===== src/rtl/sha512_dual_round.sv =====
module sha512_dual_round #(
  parameter int LANE_W = 64,
  parameter int IDX_W  = 5,
  parameter int ROT_A  = 14,
  parameter int ROT_B  = 18,
  parameter int ROT_C  = 41
) (
  input  logic                  clk,
  input  logic                  rst_n,
  input  logic                  op_valid,
  input  logic [31:0]           insn,
  input  logic [2*LANE_W-1:0]   acc_w,
  input  logic [2*LANE_W-1:0]   src_x,
  input  logic [2*LANE_W-1:0]   src_y,
  output logic                  res_valid,
  output logic [2*LANE_W-1:0]   result,
  output logic [IDX_W-1:0]      dst_idx,
  output logic [IDX_W-1:0]      src1_idx,
  output logic [IDX_W-1:0]      src2_idx,
  output logic                  op_legal
);
  localparam int VEC_W = 2 * LANE_W;
  localparam int SRC1_LSB = IDX_W;
  localparam int SRC2_LSB = 16;

  typedef logic [LANE_W-1:0] lane_t;

  function automatic lane_t rotr(input lane_t v, input int s);
    return (v >> s) | (v << (LANE_W - s));
  endfunction

  function automatic lane_t big_sigma(input lane_t v);
    return rotr(v, ROT_A) ^ rotr(v, ROT_B) ^ rotr(v, ROT_C);
  endfunction

  function automatic lane_t choose(input lane_t a, input lane_t b, input lane_t c);
    return (a & b) ^ (~a & c);
  endfunction

  lane_t w0, w1, x0, x1, y0, y1;
  lane_t upper, chain, lower;
  logic  legal_d;

  assign {w1, w0} = acc_w;
  assign {x1, x0} = src_x;
  assign {y1, y0} = src_y;

  assign upper = choose(y1, x0, x1) + big_sigma(y1) + w1;
  assign chain = upper + y0;
  assign lower = choose(chain, y1, x0) + big_sigma(chain) + w0;

  assign legal_d = (insn[31:21] == 11'b11001110011) && (insn[15:10] == 6'b100000);

  always_ff @(posedge clk) begin
    if (!rst_n) res_valid <= 1'b0;
    else        res_valid <= op_valid;
  end

  always_ff @(posedge clk) begin
    if (op_valid) begin
      result   <= {upper, lower};
      dst_idx  <= insn[IDX_W-1:0];
      src1_idx <= insn[SRC1_LSB +: IDX_W];
      src2_idx <= insn[SRC2_LSB +: IDX_W];
      op_legal <= legal_d;
    end
  end

  p_reset_clears_r1: assert property (@(posedge clk) !rst_n |=> !res_valid);
  p_valid_follows_r2: assert property (@(posedge clk) disable iff (!rst_n)
    op_valid |=> res_valid);
  p_no_spurious_r2: assert property (@(posedge clk) disable iff (!rst_n)
    !op_valid |=> !res_valid);
  p_hold_result_r3: assert property (@(posedge clk) disable iff (!rst_n)
    !op_valid |=> $stable(result));
  p_dst_field_r4: assert property (@(posedge clk) disable iff (!rst_n)
    op_valid |=> dst_idx == $past(insn[4:0]));
  p_upper_lane_r8: assert property (@(posedge clk) disable iff (!rst_n)
    op_valid |=> result[VEC_W-1:LANE_W] == $past(upper));
  p_lower_lane_r9: assert property (@(posedge clk) disable iff (!rst_n)
    op_valid |=> result[LANE_W-1:0] == $past(lower));
endmodule


===== config.mk =====
export PLATFORM = sky130hd
export DESIGN_NAME = sha512_dual_round
export DESIGN_NICKNAME = d
export VERILOG_FILES = /design/src/rtl/sha512_dual_round.sv
export SDC_FILE = /design/constraint.sdc
export NUM_CORES = 1
export LEC_CHECK = 0
export CAP_MARGIN = 20
export CELL_PAD_IN_SITES_DETAIL_PLACEMENT = 0
export CELL_PAD_IN_SITES_GLOBAL_PLACEMENT = 1
export CORE_MARGIN = 4
export CORE_UTILIZATION = 38
export CTS_CLUSTER_DIAMETER = 120
export DETAILED_ROUTE_END_ITERATION = 16
export GPL_TIMING_DRIVEN = 0
export PLACE_DENSITY_LB_ADDON = 0.1
export SYNTH_ARGS = -nofsm -noshare
export SYNTH_HDL_FRONTEND = slang
export SYNTH_SLANG_ARGS = --single-unit

===== constraint.sdc =====
create_clock -name clk -period 12.8 [get_ports clk]
set_input_delay 1.92 -clock clk [delete_from_list [all_inputs] [get_ports clk]]
set_output_delay 1.92 -clock clk [all_outputs]
set_load 0.05 [all_outputs]

Yosys cells after proc, flatten, opt, wreduce, memory -nomap -nowiden

Cells that the tools add are included.

Register bits: 145
Bits in latches: 0
Memory bits (writable): 0
Bits in read-only memories: 0
Logic and storage cells: 32
Memories: 0

$add $sub $neg: 5
Multiply operators: 0
Div/mod/pow operators: 0
Order comparisons: 0
Eq/ne operators: 2
Shift-type cells: 0
Muxes and demuxes: 0
Bitwise logic cells: 18
Reductions and logical operators: 1

Operators by type and width:

| kind                                  | count |
|---|---|
| XOR 64 bit                            | 6 |
| adder 64 bit                          | 5 |
| bitwise AND 64 bit                    | 4 |
| NOT 64 bit                            | 2 |
| bitwise OR 23 x 64 -> 64 bit          | 2 |
| bitwise OR 46 x 64 -> 64 bit          | 2 |
| bitwise OR 50 x 64 -> 64 bit          | 2 |
| == test 11 bit, second input constant | 1 |
| == test 6 bit, second input constant  | 1 |
| logical AND 1 bit                     | 1 |

Logic depth before layout (Yosys ltp)

Gate-level depths: netlist of the first run.

Depth after elaboration: 11
Depth in mapped cells: 48
Gate-level depth less buffers: 45

Worst setup path before layout of the first run

No wires, ideal clock.

Kind: in2reg
From: in src_y[106]
To: reg result[62], data pin
Library setup time: 261 ps
Arrival: 11423 ps
Required time: 12539 ps
Path slack: 1116 ps
Stages on the path: 42
Path through: clkbuf_1 xor2_1 xnor2_1 fa_1 inv_1 ha_1 fa_1 a21oi_1 o32ai_1 a31o_1 o31a_1 a221oi_4 nor3_2 a2111oi_4 o21ai_2 a221oi_2 o21ai_2 a311oi_2 [6 not listed] a211oi_1 o21ai_0 nand2b_1 xnor2_1 xnor2_1 fa_1 inv_1 ha_1 and3_1 nand2_1 nand4b_1 a2111o_1 a21oi_1 a31oi_1 o41ai_2 a21oi_1 or3_1 o311a_1

Longest elaborated chain between the ends: 11
Elaborated cells on any way between the ends: 23
Those cells by class: add/sub: 5; bitwise: 18

Ends and longest elaborated chain:

| element                                                                      | line   | source |
|---|---|---|
| from (decl)                                                                  | 14     | `input logic [2*LANE_W-1:0] src_y,` |
| bitwise OR 46 x 64 -> 64 bit or bitwise OR 50 x 64 -> 64 bit (tied branches) | 29     | `return (v >> s) \| (v << (LANE_W - s));` |
| XOR 64 bit                                                                   | 33     | `return rotr(v, ROT_A) ^ rotr(v, ROT_B) ^ rotr(v, ROT_C);` |
| XOR 64 bit (*)                                                               | 33     |  |
| adder 64 bit (*) (2 in a row)                                                | 48     | `assign upper = choose(y1, x0, x1) + big_sigma(y1) + w1;` |
| via upper[41]                                                                | 41     | `lane_t upper, chain, lower;` |
| adder 64 bit (*)                                                             | 49     | `assign chain = upper + y0;` |
| bitwise OR 46 x 64 -> 64 bit, or another cell as far along                   | 29     |  |
| XOR 64 bit or bitwise AND 64 bit (tied branches)                             | 33, 37 |  |
| XOR 64 bit (on tied branches)                                                | 33, 37 |  |
| adder 64 bit (*) (2 in a row)                                                | 50     | `assign lower = choose(chain, y1, x0) + big_sigma(chain) + w0;` |
| via lower[62]                                                                | 41     |  |
| to (signal assigned)                                                         | 61     | `result <= {upper, lower};` |
| to (decl)                                                                    | 16     | `output logic [2*LANE_W-1:0] result,` |

Mark *: on every way through the listed nets, which the timed path passes. The rest lies on a longest branch.
A chain may end at the register's enable or synchronous reset.

Worst setup path after layout of the first run

From: in src_y[73]
To: reg result[49], data pin

Longest elaborated chain between the ends: 11
Elaborated cells on any way between the ends: 23
Those cells by class: add/sub: 5; bitwise: 18

Ends and longest elaborated chain:

| element                                                    | line   | source |
|---|---|---|
| NOT 64 bit                                                 | 37     | `return (a & b) ^ (~a & c);` |
| bitwise AND 64 bit                                         | 37     |  |
| XOR 64 bit                                                 | 37     |  |
| adder 64 bit (*) (2 in a row)                              | 48     |  |
| via upper[41]                                              | 41     |  |
| adder 64 bit (*)                                           | 49     |  |
| bitwise OR 46 x 64 -> 64 bit, or another cell as far along | 29     |  |
| XOR 64 bit or bitwise AND 64 bit (tied branches)           | 33, 37 |  |
| XOR 64 bit (on tied branches)                              | 33, 37 |  |
| adder 64 bit (*) (2 in a row)                              | 50     |  |
| via lower[49]                                              | 41     |  |

Marked as above.

==> summary.txt, run 1 <==
Worst setup path
  – Startpoint Class: input pin
  – Crit path max-delay cell type: fa_1
  – Delay-heaviest family, CP: compound AO/OA/AOI/OAI gates
  – Setup CP Type: in2reg
  – Worst-path maximum fanout: 6
  – Buf/Inv on CP: 3
  – CP required: 13.04 ns
  – Critical Path AT: 12.68 ns
  – CP endpoint kind: register
  – CP max stage delay: 0.54 ns

Global routing
  – GRT busiest layer: met2
  – Grt total ovfl: 0
  – Largest net degree at the start of global routing: 82
  – Number of global-route vias before repair: 21200
  – Tot GR Track Use: 0.330
  – Global-route met2 utilization: 0.529
  – Met3 Use GR: 0.0490
  – Initial antenna violation count: 16
  – First-pass GRT wire length: 150000 microns
  – Met1 Use GR: 0.446

Route
  – Vias: 21200
  – # DRC: 0
  – Wire length per cell: 27.8 microns
  – Via density: 5.53
  – Final WL: 107000 microns
  – Initial DRT Pass Iterations: 6
  – 1st-iter DRT viols: 1718
  – DRT antenna net count: 0

Layout
  – Layout cell share with drive strength beyond 1: 0.0845
  – # fillers: 5569
  – Nets@finish: 3775
  – Area Growth Syn to Fin: 33.9%
  – Post-layout util: 0.516

Logic synthesis
  – Library cells used by synthesis: 83
  – Seq cells post-synth: 145
  – Top FF cell, synth: edfxtp_1
  – Post-Synthesis Net Count: 3229
  – EDFF count, synth: 144
  – FFs w/ async S/R, synth: 0
  – Syn Std Cell Area: 0.0223 sq mm
  – Cell count after synthesis: 2494
  – Synth warnings: 0
  – Synthesized area per cell: 8.92 sq um
  – Seq/Total Area, Yosys: 0.195

CTS
  – Sink Count: 145
  – Cell at the root of the clock tree: clkbuf_16
  – Clock Path Buffers: 2
  – CTS tree: yes
  – H-tree Lvls: 4
  – Clock buffer count from CTS: 17
  – Clock transition at path regs: 0.07 ns

Floorplan
  – Starting Density: 0.385
  – # rows: 88
  – Die area: 0.0625 sq mm
  – Area of the core: 0.0578 sq mm
  – Die Wd: 250 microns
  – Die Ht: 250 microns
  – I/O pin cnt: 564

Timing
  – Fmax achieved: 80.4 MHz
  – # setup viols final: 0
  – Worst hold slack: 1.89 ns
  – Final TNS setup: 0 ns
  – Max-Slew Margin vs Limit: 0.230
  – Period minus WS final: 12.44 ns
  – RSZ-0062 raised after global routing: false
  – Pins Over Slew Limit: 0
  – Worst slew pin tran: 1.15 ns
  – Final period util: 0.972
  – Final Hold Fails: 0

Hold path
  – Worst hold-check path type: in2reg

Placed design
  – Routability cong.: 0.973
  – PortBufs: 499
  – DP HPWL: 93600 microns

Job
  – Max cap viols: 0

Run status
  – Outcome: finished clean
[through the flow]
stage	std cells	cell area (sq um)	setup WS [ns]
2_1_floorplan	2494	22300	1.12
3_3_place_gp	3758	28200	-2.32
3_5_place_dp	3760	28200	-2.20
4_1_cts	3810	29500	0.00954
5_1_grt	3831	29800	0.00847
6_report	3832	29800	0.360
[kinds of logic after synthesis]
| family | share of synthesized area |
|---|---|
| flip-flops | 0.195 |
| XOR/XNOR | 0.174 |
| AND/OR/NAND/NOR | 0.101 |
| adder cells (fa/ha/maj) | 0.221 |
| buffers and inverters | 0.0671 |
| AO/OA/AOI/OAI | 0.181 |
| multiplexers | 0.0618 |
[metal layers]
metal | routed length, microns | up-vias
li1 | - | 9724
met1 | 45600 | 10300
met2 | 48900 | 961
met3 | 7060 | 204
met4 | 4900 | 4
met5 | 26 | -
[path summary, 6_finish.rpt]
kind                       from               endpoint  slack (ns)  depth (start not counted)
worst max-delay path  src_y[73]   result[49]$_DFFE_PP_        0.36                         40
worst min-delay path   op_valid  result[110]$_DFFE_PP_        1.89                          1
[cell type report]
type / count / area (sq um) / area share
buffer: 120 / 500 / 0.0168
inverter: 272 / 1020 / 0.0343
multi-input combinational: 1953 / 17100 / 0.573
antenna: 14 / 35.0 / 0.00118
clock buffer: 17 / 425 / 0.0143
sequential: 145 / 4340 / 0.146
tap: 765 / 957 / 0.0321
clock inverter: 15 / 184 / 0.00617
timing repair buffer: 531 / 5270 / 0.177
[cell usage in the layout (no fill, tap or decap), types with 80 or more instances in the layout]
| cell type | synthesis | layout |
|---|---|---|
| xor2_1 | 126 | 115 |
| clkbuf_1 | 118 | 84 |
| inv_1 | 272 | 272 |
| fa_1 | 129 | 129 |
| a21oi_1 | 197 | 186 |
| a21o_1 | 124 | 123 |
| xnor2_1 | 300 | 278 |
| nor2_1 | 120 | 120 |
| mux2i_1 | 80 | 80 |
| ha_1 | 187 | 183 |
| o21ai_0 | 117 | 107 |
| edfxtp_1 | 144 | 144 |
| clkdlybuf4s50_1 | 0 | 498 |
| nand2_1 | 118 | 118 |
[synthesized netlist by cell type, types with 8 or more instances]
master	number	area [sq um]
a211oi_1	15	113
a21o_1	124	931
a21oi_1	197	986
a31oi_1	17	106
and2_1	12	75.1
and3_1	15	93.8
clkbuf_1	118	443
edfxtp_1	144	4320
fa_1	129	2580
ha_1	187	2340
inv_1	272	1020
mux2_2	51	574
mux2i_1	80	801
nand2_1	118	443
nand2b_1	25	156
nand3_1	41	205
nand4_1	38	238
nor2_1	120	450
nor2b_1	25	156
nor3_1	27	135
nor4_1	8	50.1
o211ai_1	8	60.1
o21a_1	10	75.1
o21ai_0	117	586
o21bai_1	35	263
o31ai_1	8	60.1
xnor2_1	300	2630
xor2_1	126	1100
[sequential cells by signal (all words and copies together) (netlist names)]
register   count
op_legal       1
dst_idx        5
src1_idx       5
result       128
src2_idx       5
res_valid      1
[repair_timing]
item	4_1_cts	5_1_grt
cloned	0	0
endpoints found under the setup margin	41	22
hold buffers	0	0
setup buffers	19	11
resized for setup	90	66
pin swaps	15	16
Power of run 1 is not shown: default switching activity piles up to over one toggle a cycle in this logic, so the estimate is an artifact.
==> run 2: changes to the inputs <==
==> constraint.sdc (replaced) <==
create_clock -name clk -period 12.8 [get_ports clk]
set_input_delay 2.56 -clock clk [delete_from_list [all_inputs] [get_ports clk]]
set_output_delay 2.56 -clock clk [all_outputs]
set_load 0.05 [all_outputs]
==> summary.txt, run 2 (synthesized netlist as in run 1, its figures left out) <==
Run status
  – Outcome: finished clean

Layout
  – Area Growth Syn to Fin: 40.2%
  – Layout cell share with drive strength beyond 1: 0.141 (+0.0565)
  – Nets@finish: 3815 (+1.1%)
  – Area of the multi-input gates: 0.0180 sq mm (+5.4%)
  – Commonest non-fill, non-tap cell in the layout: clkdlybuf4s50_1
  – Commonest cells after routing, fill and taps aside: clkdlybuf4s50_1 (483), inv_1 (269), xnor2_1 (249)
  – FF/Latch Area: 0.00434 sq mm (unchanged)
  – Max reg flops: 128 (unchanged)
  – # fillers: 5444 (-2.2%)
  – Non-filler cells, final: 3875 (+1.1%)
  – Largest Register: result

Global routing
  – Largest net degree at the start of global routing: 82 (unchanged)
  – Initial antenna violation count: 17 (+1)
  – Number of global-route vias before repair: 21300 (+0.36%)
  – Tot GR Track Use: 0.331 (+0.00110)
  – Grt total ovfl: 0 (unchanged)
  – First-pass GRT wire length: 150000 microns (+0.44%)

CTS
  – Sink Count: 145 (unchanged)
  – Cts hold-fix bufs: 0 (unchanged)
  – Clock buffer count from CTS: 17 (unchanged)
  – Clock Path Buffers: 2 (unchanged)
  – Clock transition at path regs: 0.07 ns (about the same)
  – Cell at the root of the clock tree: clkbuf_16
  – H-tree Lvls: 4 (unchanged)
  – CTS tree: yes

Route
  – Wire length per cell: 27.9 microns (+0.20%)
  – Vias: 21400 (+0.91%)
  – # DRC: 0 (unchanged)
  – Initial DRT Pass Iterations: 8 (+2)
  – 1st-iter DRT viols: 1633 (-4.9%)
  – DRT antenna net count: 0 (unchanged)
  – Final WL: 108000 microns (+1.3%)
  – Via density: 5.52 (-0.21%)

Worst setup path
  – Crit. Startpoint: src_x[3]
  – Crit path max-delay cell type: xnor2_1
  – CP required: 13.04 ns (about the same)
  – Worst path most repeated cell: o21ai_2
  – Worst-path maximum fanout: 6 (unchanged)
  – CP max stage delay: 0.73 ns (+0.19 ns)
  – Startpoint Class: input pin
  – CP endpoint kind: register
  – Critical Path AT: 12.77 ns (+0.09 ns)
  – Setup CP Type: in2reg

Timing
  – Max-Slew Margin vs Limit: 0.243 (+0.0135)
  – Fmax achieved: 79.8 MHz (-0.78%)
  – RSZ-0062 raised after global routing: true
  – Final Hold Fails: 0 (unchanged)
  – # setup viols final: 0 (unchanged)
  – Pins Over Slew Limit: 0 (unchanged)
  – Final period util: 0.980 (+0.00764)
  – Worst slew pin tran: 1.13 ns (-0.0201 ns)
  – Period minus WS final: 12.54 ns (+0.0978 ns)

Floorplan
  – I/O pin cnt: 564 (unchanged)
  – Die Ht: 250 microns (unchanged)
  – # rows: 88 (unchanged)
  – Die area: 0.0625 sq mm (unchanged)
  – Die Wd: 250 microns (unchanged)
  – Starting Density: 0.385 (unchanged)
  – Area of the core: 0.0578 sq mm (unchanged)

Placed design
  – PortBufs: 499 (unchanged)
  – DP HPWL: 93600 microns (unchanged)
  – Routability cong.: 0.973 (unchanged)
  – Cells after DPL: 3760 (unchanged)

Job
  – Max cap viols: 0 (unchanged)

Hold path
  – Hold_sp: op_valid
  – Worst hold-check path type: in2reg
  – Hold depth: 1 (unchanged)
  – Endpoint, Worst Hold: result[110]$_DFFE_PP_
-- run 2: cell types whose count changed in the layout (fill, tap and decap cells not counted), moves of 8 or more --
| cell | previous run | this run |
|---|---|---|
| xnor2_2 | 20 | 41 |
| dlymetal6s2s_1 | 0 | 15 |
| o21ai_0 | 107 | 96 |
| ha_1 | 183 | 162 |
| clkbuf_2 | 28 | 45 |
| clkdlybuf4s50_1 | 498 | 483 |
| clkbuf_1 | 84 | 44 |
| a21oi_1 | 186 | 177 |
| ha_4 | 2 | 19 |
| xnor2_4 | 3 | 11 |
| buf_4 | 29 | 81 |
| xnor2_1 | 278 | 249 |
-- run 2: layout make-up --
cell class | count | share of cell area
diodes | 17 | 0.00136
clock inverters | 15 | 0.00589
repair buffers | 580 | 0.182
inverters | 272 | 0.0327
plain buffers | 111 | 0.0182
clock buffers | 17 | 0.0136
flip-flops and latches | 145 | 0.139
well taps | 765 | 0.0307
multi-input cells | 1953 | 0.576
-- run 2: worst max-delay path by stage --
stage	endpoint	cells after the start
after CTS	result[62]$_DFFE_PP_	42
final	result[49]$_DFFE_PP_	37
after global routing	result[56]$_DFFE_PP_	42
after detailed placement	result[63]$_DFFE_PP_	43
after floorplan	result[62]$_DFFE_PP_	42
after global placement	result[63]$_DFFE_PP_	43
-- run 2: worst max-delay path: cells and delay by family --
kind                     cells  cell delay [ns]
adder cells (fa/ha/maj)      6             2.46
multiplexers                 1             0.29
AND/OR/NAND/NOR              6             1.36
AO/OA/AOI/OAI               17             3.82
XOR/XNOR                     4             1.59
buffers and inverters        3             0.68
-- run 2: repair_timing --
item / 4_1_cts / 5_1_grt
setup buffers: 32 / 47
pin swaps: 32 / 92
resized for setup: 161 / 239
endpoints found under the setup margin: 50 / 24
-- run 2: routing by layer --
| layer | vias to the layer above | track usage | share of wire |
|---|---|---|---|
| met5 | - | 0 | 0.00011 |
| met4 | 2 | 0.152 | 0.052 |
| met3 | 209 | 0.0466 | 0.064 |
| met2 | 924 | 0.527 | 0.46 |
| met1 | 10400 | 0.448 | 0.43 |
| li1 | 9801 | - | - |
-- run 2: through the flow --
step / utilization / setup TNS, ns / hold WS (ns) / worst slack, ns / area [sq um]
final: 0.540 / 0 / 2.52 / 0.262 / 31200
after CTS: 0.516 / 0 / 2.54 / 0.0110 / 29800
after detailed placement: 0.489 / -87.97 / 3.07 / -2.84 / 28200
after global routing: 0.540 / -0.281 / 2.57 / -0.100 / 31200
after global placement: 0.488 / -89.67 / 3.12 / -2.96 / 28200
after floorplan: - / 0 / 2.66 / 0.476 / 22300
Power of run 2 is left out for the same reason.
